**src/rtl/cqp_pkg.sv**
```systemverilog
package cqp_pkg;

    typedef struct packed {
        logic [31:0] dw3;
        logic [31:0] dw2;
        logic [31:0] dw1;
        logic [31:0] dw0;
    } cq_entry_t;

    localparam int ENTRY_BITS = $bits(cq_entry_t);

    function automatic cq_entry_t pack_entry(
        input logic [31:0] result,
        input logic [14:0] status,
        input logic        phase,
        input logic [15:0] sqid,
        input logic [15:0] sqhd,
        input logic [15:0] cid
    );
        cq_entry_t e;
        e.dw0 = result;
        e.dw1 = '0;
        e.dw2 = {sqid, sqhd};
        e.dw3 = {status, phase, cid};
        return e;
    endfunction

endpackage

```
**src/rtl/cqp_ring_ptrs.sv**
```systemverilog
module cqp_ring_ptrs #(
    parameter int AW = 4
) (
    input  logic          clk,
    input  logic          rst,
    input  logic          cfg_load,
    input  logic [AW-1:0] cfg_last,
    input  logic          push,
    input  logic          db_valid,
    input  logic [AW-1:0] db_head,
    output logic          active,
    output logic [AW-1:0] last,
    output logic [AW-1:0] tail,
    output logic [AW-1:0] head,
    output logic          phase,
    output logic          err,
    output logic          full,
    output logic          empty
);
    logic [AW-1:0] nxt_tail;
    logic          at_last;

    assign at_last  = (tail == last);
    assign nxt_tail = at_last ? '0 : tail + 1'b1;
    assign full     = active && (nxt_tail == head);
    assign empty    = (tail == head);

    always_ff @(posedge clk) begin
        if (rst) begin
            active <= 1'b0;
            last   <= '0;
            tail   <= '0;
            head   <= '0;
            phase  <= 1'b1;
            err    <= 1'b0;
        end else if (cfg_load) begin
            active <= 1'b1;
            last   <= cfg_last;
            tail   <= '0;
            head   <= '0;
            phase  <= 1'b1;
            err    <= 1'b0;
        end else begin
            if (push) begin
                tail <= nxt_tail;
                if (at_last) phase <= ~phase;
            end
            if (db_valid && active) begin
                if (db_head > last) err  <= 1'b1;
                else                head <= db_head;
            end
        end
    end
endmodule

```
**src/rtl/cqp_entry_pack.sv**
```systemverilog
module cqp_entry_pack
    import cqp_pkg::*;
(
    input  logic [31:0]           result,
    input  logic [14:0]           status,
    input  logic                  phase,
    input  logic [15:0]           sqid,
    input  logic [15:0]           sqhd,
    input  logic [15:0]           cid,
    output logic [ENTRY_BITS-1:0] data
);
    cq_entry_t ent;

    always_comb begin
        ent  = pack_entry(result, status, phase, sqid, sqhd, cid);
        data = ent;
    end
endmodule

```
**src/rtl/cqp_engine.sv**
```systemverilog
module cqp_engine
    import cqp_pkg::*;
#(
    parameter int SLOT_AW = 4
) (
    input  logic                  clk,
    input  logic                  rst,
    input  logic                  cfg_load,
    input  logic [SLOT_AW-1:0]    cfg_qsize,
    input  logic                  cfg_irq_en,
    input  logic                  req_valid,
    output logic                  req_ready,
    input  logic [31:0]           req_result,
    input  logic [14:0]           req_status,
    input  logic [15:0]           req_sqid,
    input  logic [15:0]           req_sqhd,
    input  logic [15:0]           req_cid,
    input  logic                  db_valid,
    input  logic [SLOT_AW-1:0]    db_head,
    output logic                  ent_we,
    output logic [SLOT_AW-1:0]    ent_slot,
    output logic [ENTRY_BITS-1:0] ent_data,
    output logic                  ring_full,
    output logic                  ring_empty,
    output logic                  ring_phase,
    output logic [SLOT_AW-1:0]    ring_tail,
    output logic                  db_err,
    output logic                  irq_pulse
);
    logic               active;
    logic               push;
    logic               irq_en_q;
    logic [SLOT_AW-1:0] ring_last;
    logic [SLOT_AW-1:0] ring_head;

    assign req_ready = active && !ring_full && !cfg_load;
    assign push      = req_valid && req_ready;
    assign ent_we    = push;
    assign ent_slot  = ring_tail;

    cqp_ring_ptrs #(.AW(SLOT_AW)) u_ptrs (
        .clk      (clk),
        .rst      (rst),
        .cfg_load (cfg_load),
        .cfg_last (cfg_qsize),
        .push     (push),
        .db_valid (db_valid),
        .db_head  (db_head),
        .active   (active),
        .last     (ring_last),
        .tail     (ring_tail),
        .head     (ring_head),
        .phase    (ring_phase),
        .err      (db_err),
        .full     (ring_full),
        .empty    (ring_empty)
    );

    cqp_entry_pack u_pack (
        .result (req_result),
        .status (req_status),
        .phase  (ring_phase),
        .sqid   (req_sqid),
        .sqhd   (req_sqhd),
        .cid    (req_cid),
        .data   (ent_data)
    );

    always_ff @(posedge clk) begin
        if (rst) begin
            irq_en_q  <= 1'b0;
            irq_pulse <= 1'b0;
        end else begin
            if (cfg_load) irq_en_q <= cfg_irq_en;
            irq_pulse <= push && irq_en_q;
        end
    end
endmodule

```
**config.mk**
```make
export PLATFORM = sky130hd
export DESIGN_NAME = cqp_engine
export DESIGN_NICKNAME = d
export VERILOG_FILES = /design/src/rtl/cqp_pkg.sv /design/src/rtl/cqp_ring_ptrs.sv /design/src/rtl/cqp_entry_pack.sv /design/src/rtl/cqp_engine.sv
export SDC_FILE = /design/constraint.sdc
export NUM_CORES = 1
export LEC_CHECK = 0
export BUFFER_PORTS_ARGS = -buffer_cell sky130_fd_sc_hd__buf_2
export CORE_MARGIN = 5
export CORE_UTILIZATION = 25
export DETAILED_ROUTE_END_ITERATION = 8
export PLACE_DENSITY = 0.78
export SLEW_MARGIN = 20
export SYNTH_ARGS = -nofsm -noshare
export SYNTH_HDL_FRONTEND = slang
export SYNTH_HIERARCHICAL = 1
export SYNTH_SLANG_ARGS = --single-unit
export TNS_END_PERCENT = 1
```
**constraint.sdc**
```tcl
create_clock -name clk -period 6.61 [get_ports clk]
set_input_delay 0.661 -clock clk [delete_from_list [all_inputs] [get_ports clk]]
set_output_delay 0.661 -clock clk [all_outputs]
set_load 0.02 [all_outputs]
```
==> results.txt <==
met2 GRT Util = 0.1144
crit share post-route = 0.5247
initial antenna violation count = 0
worst reg2reg startpoint = u_ptrs/tail[0]
Vias = 1115
Row Count = 32
Sink Count = 17
Longest Clk Path Bufs = 2
WL/cell = 14.68 um
status = finished clean
FMAX = 288.3 MHz
delay-heaviest family, CP = simple AND/OR/NAND/NOR gates
post-layout power = 0.2400 mW
First DRT Iteration DRCs = 96
Flop pwr share = 0.454
setup TNS = 0 ps
cts repair resizes = 0
Comb pwr share = 0.220
DP Wirelength = 3254 um
CP max stage cell = nor3b_1
cell leakage power = 0.6464 nW
routed vias/inst = 4.055
Root Driver = clkbuf_8
Post-Syn Area = 0.001954 mm2
gr busiest metal = met2
Clock transition at path regs = 60 ps
critical-path cell list = ha_1 -> xnor2_2 -> o22ai_1 -> o21bai_1 -> or3b_2 -> a31oi_1 -> nand2b_1 -> nor3b_1 -> buf_2
Hold Violations, Final = 0
Synth Warn # = 6
Skew-Pair Late Insertion Delay = 250 ps
starting density of the core = 0.2542
Power per Cell Area = 175.2 mW/mm2
hold crit path type = reg -> reg
Final Instance Count excl. Fillers = 275
DR pass1 iterations = 4
post-CTS setup buffers = 0
fin worst setup slack = 3141 ps
vias in the first global route = 1115
io pins = 252
worst-path maximum fanout = 10
FILL cells = 875
met1 usage = 0.07124
die width = 98.42 um
Seq/Total Area, Yosys = 0.1741
Crit Path Class = reg -> out
Crit. End Element = output port
relative max-transition margin = 0.5947
switching power = 0.07720 mW
Buf/Inv on CP = 1
CP arrival = 2810 ps
post-route ant nets = 0
Cell Int Power = 0.1628 mW
diodes inserted = 0
DRC viols = 0
CP startpoint kind = flip-flop
clock share of power = 0.326
final setup fails = 0
CTS buffer count = 3
Synth Area per Inst = 7.977 um2
synthesis-to-finish area growth = -29.90%
Least-Margin Pin Slew = 606.7 ps
Final Util = 0.1782
gr usage total = 0.08043
Detailed Route WL = 4038 um
CTS tree = built
RSZ-0062 raised after global routing = false
H-tree Lvls = 1
CTS Hold Bufs = 0
min Tclk post-route = 3469 ps
Nets = 288
met3 GRT Util = 0.05379
largest net degree at the start of global routing = 13
Congestion Overflow GR = 0
placed insts = 271
maxcap violations = 0
DIE AREA = 0.009686 mm2
Req. time, crit path = 5950 ps
PortBufs = 29
Synth cell types = 36
Critical Path Source = u_ptrs/tail[0]
CP peak stage delay = 550 ps
first-pass GRT wire length = 5927 um
area of the core = 0.007687 mm2
chip height = 98.42 um
Post-Route Skew = 0.9797 ps
Setup WS pre-CTS = 3438 ps
GPL Wtd Cong = 0.8678
share of layout cells above drive strength 1 = 0.2139
#FFs+latches synth = 17
HP Start = u_ptrs/err
Mapped Cells = 245
worst vdd ir = 50.62 uV
Switching Fraction = 0.3217
Final Max Slew Viols = 0
## layout make-up
class / count / area (um2) / share of cell area
tap: 102 / 127.6 / 0.09315
sequential: 17 / 340.3 / 0.2484
inverter: 6 / 22.52 / 0.01644
clock buffer: 4 / 45.04 / 0.03288
multi-input combinational: 116 / 681.9 / 0.4977
timing repair buffer: 30 / 152.6 / 0.1114
## per-layer routing
metal,routed length [um],up-vias
met3,672,38
li1,-,486
met4,363,0
met5,0,-
met1,1272,496
met2,1730,95
## cell usage after synthesis, drive strengths merged
cell type | count | area, um2
clkbuf | 1 | 3.750
conb | 1 | 3.750
nand2 | 4 | 15.01
or3b | 1 | 8.760
and3 | 1 | 6.260
o22ai | 1 | 6.260
nor3 | 3 | 15.01
xor2 | 9 | 78.83
buf | 136 | 1022
nor2b | 1 | 6.260
a21oi | 11 | 55.05
xnor2 | 1 | 16.27
a32o | 1 | 10.01
inv | 6 | 22.52
o21ai | 9 | 45.04
nand4 | 4 | 25.02
nor3b | 1 | 7.510
dfxtp | 17 | 340.3
or4b | 1 | 10.01
nor2 | 11 | 41.29
and2 | 1 | 6.260
a31oi | 2 | 12.51
mux2i | 4 | 40.04
nand3 | 1 | 5.000
nor4b | 1 | 15.01
or2 | 1 | 6.260
or3 | 2 | 12.51
a32oi | 1 | 8.760
nor4 | 2 | 12.51
ha | 5 | 62.56
o21bai | 2 | 15.01
nand2b | 3 | 18.77
## power groups by stage
stage | Clock, mW | Combinational, mW | Sequential [mW]
final | 0.0783 | 0.0527 | 0.109
after global routing | 0.0836 | 0.0582 | 0.109
after CTS | 0.0803 | 0.0526 | 0.109
after detailed placement | 0 | 0.0525 | 0.111
after global placement | 0 | 0.0503 | 0.111
after floorplan | 0 | 0.137 | 0.110
## per-stage QoR
| step | hold WS [ps] | instance area [um2] |
|---|---|---|
| after floorplan | 459.6 | 2071 |
| after global placement | 459.9 | 1325 |
| after detailed placement | 479.4 | 1325 |
| after CTS | 494.9 | 1370 |
| after global routing | 521.4 | 1370 |
| final | 486.8 | 1370 |
## flip-flops by register name, indices dropped and copies added (netlist names)
name / flops
u_ptrs/tail: 4
u_ptrs/last: 4
u_ptrs/phase: 1
irq_pulse: 1
u_ptrs/head: 4
u_ptrs/err: 1
irq_en_q: 1
u_ptrs/active: 1
## worst min-delay path, cell delays in order (launching register included)
cell	delay, ps
dfxtp_1	340
a31oi_1	50
nor2_1	70
## layout by cell type, fill, tap and decap left out, types with 2 or more instances in the layout
cell / netlist / routed
o21ai_0: 8 / 8
clkbuf_8: 0 / 3
nor4_1: 2 / 2
a21oi_1: 11 / 11
conb_1: 1 / 32
dfxtp_1: 17 / 17
nand4_1: 4 / 4
or3_1: 2 / 2
o21bai_1: 2 / 2
buf_2: 1 / 29
inv_1: 6 / 6
nor3_1: 3 / 3
xor2_1: 9 / 9
ha_1: 5 / 5
mux2i_1: 4 / 4
nor2_1: 11 / 11
nand2_1: 4 / 4
a31oi_1: 2 / 2
nand2b_1: 3 / 3
## worst paths after layout
| check | end | slack, ps | depth (start not counted) |
|---|---|---|---|
| max reg2reg | u_ptrs/tail[1] | 3510 | 11 |
| min | u_ptrs/err | 490 | 2 |
| max | ent_we | 3140 | 9 |
| min reg2reg | u_ptrs/err | 490 | 2 |
## logic make-up (layout without fill, tap and decap cells)
family          after synthesis  after routing  synth area share
other cells                   1             32          0.001919
simple gates                 38             38            0.1082
compound gates               27             27           0.07810
flops                        17             17            0.1741
mux                           4              4           0.02049
xor+xnor                     10             10           0.04866
buf+inv                     143             40            0.5365
fa+ha+maj                     5              5           0.03201
No activity file was read; power rests on OpenSTA's default activity.
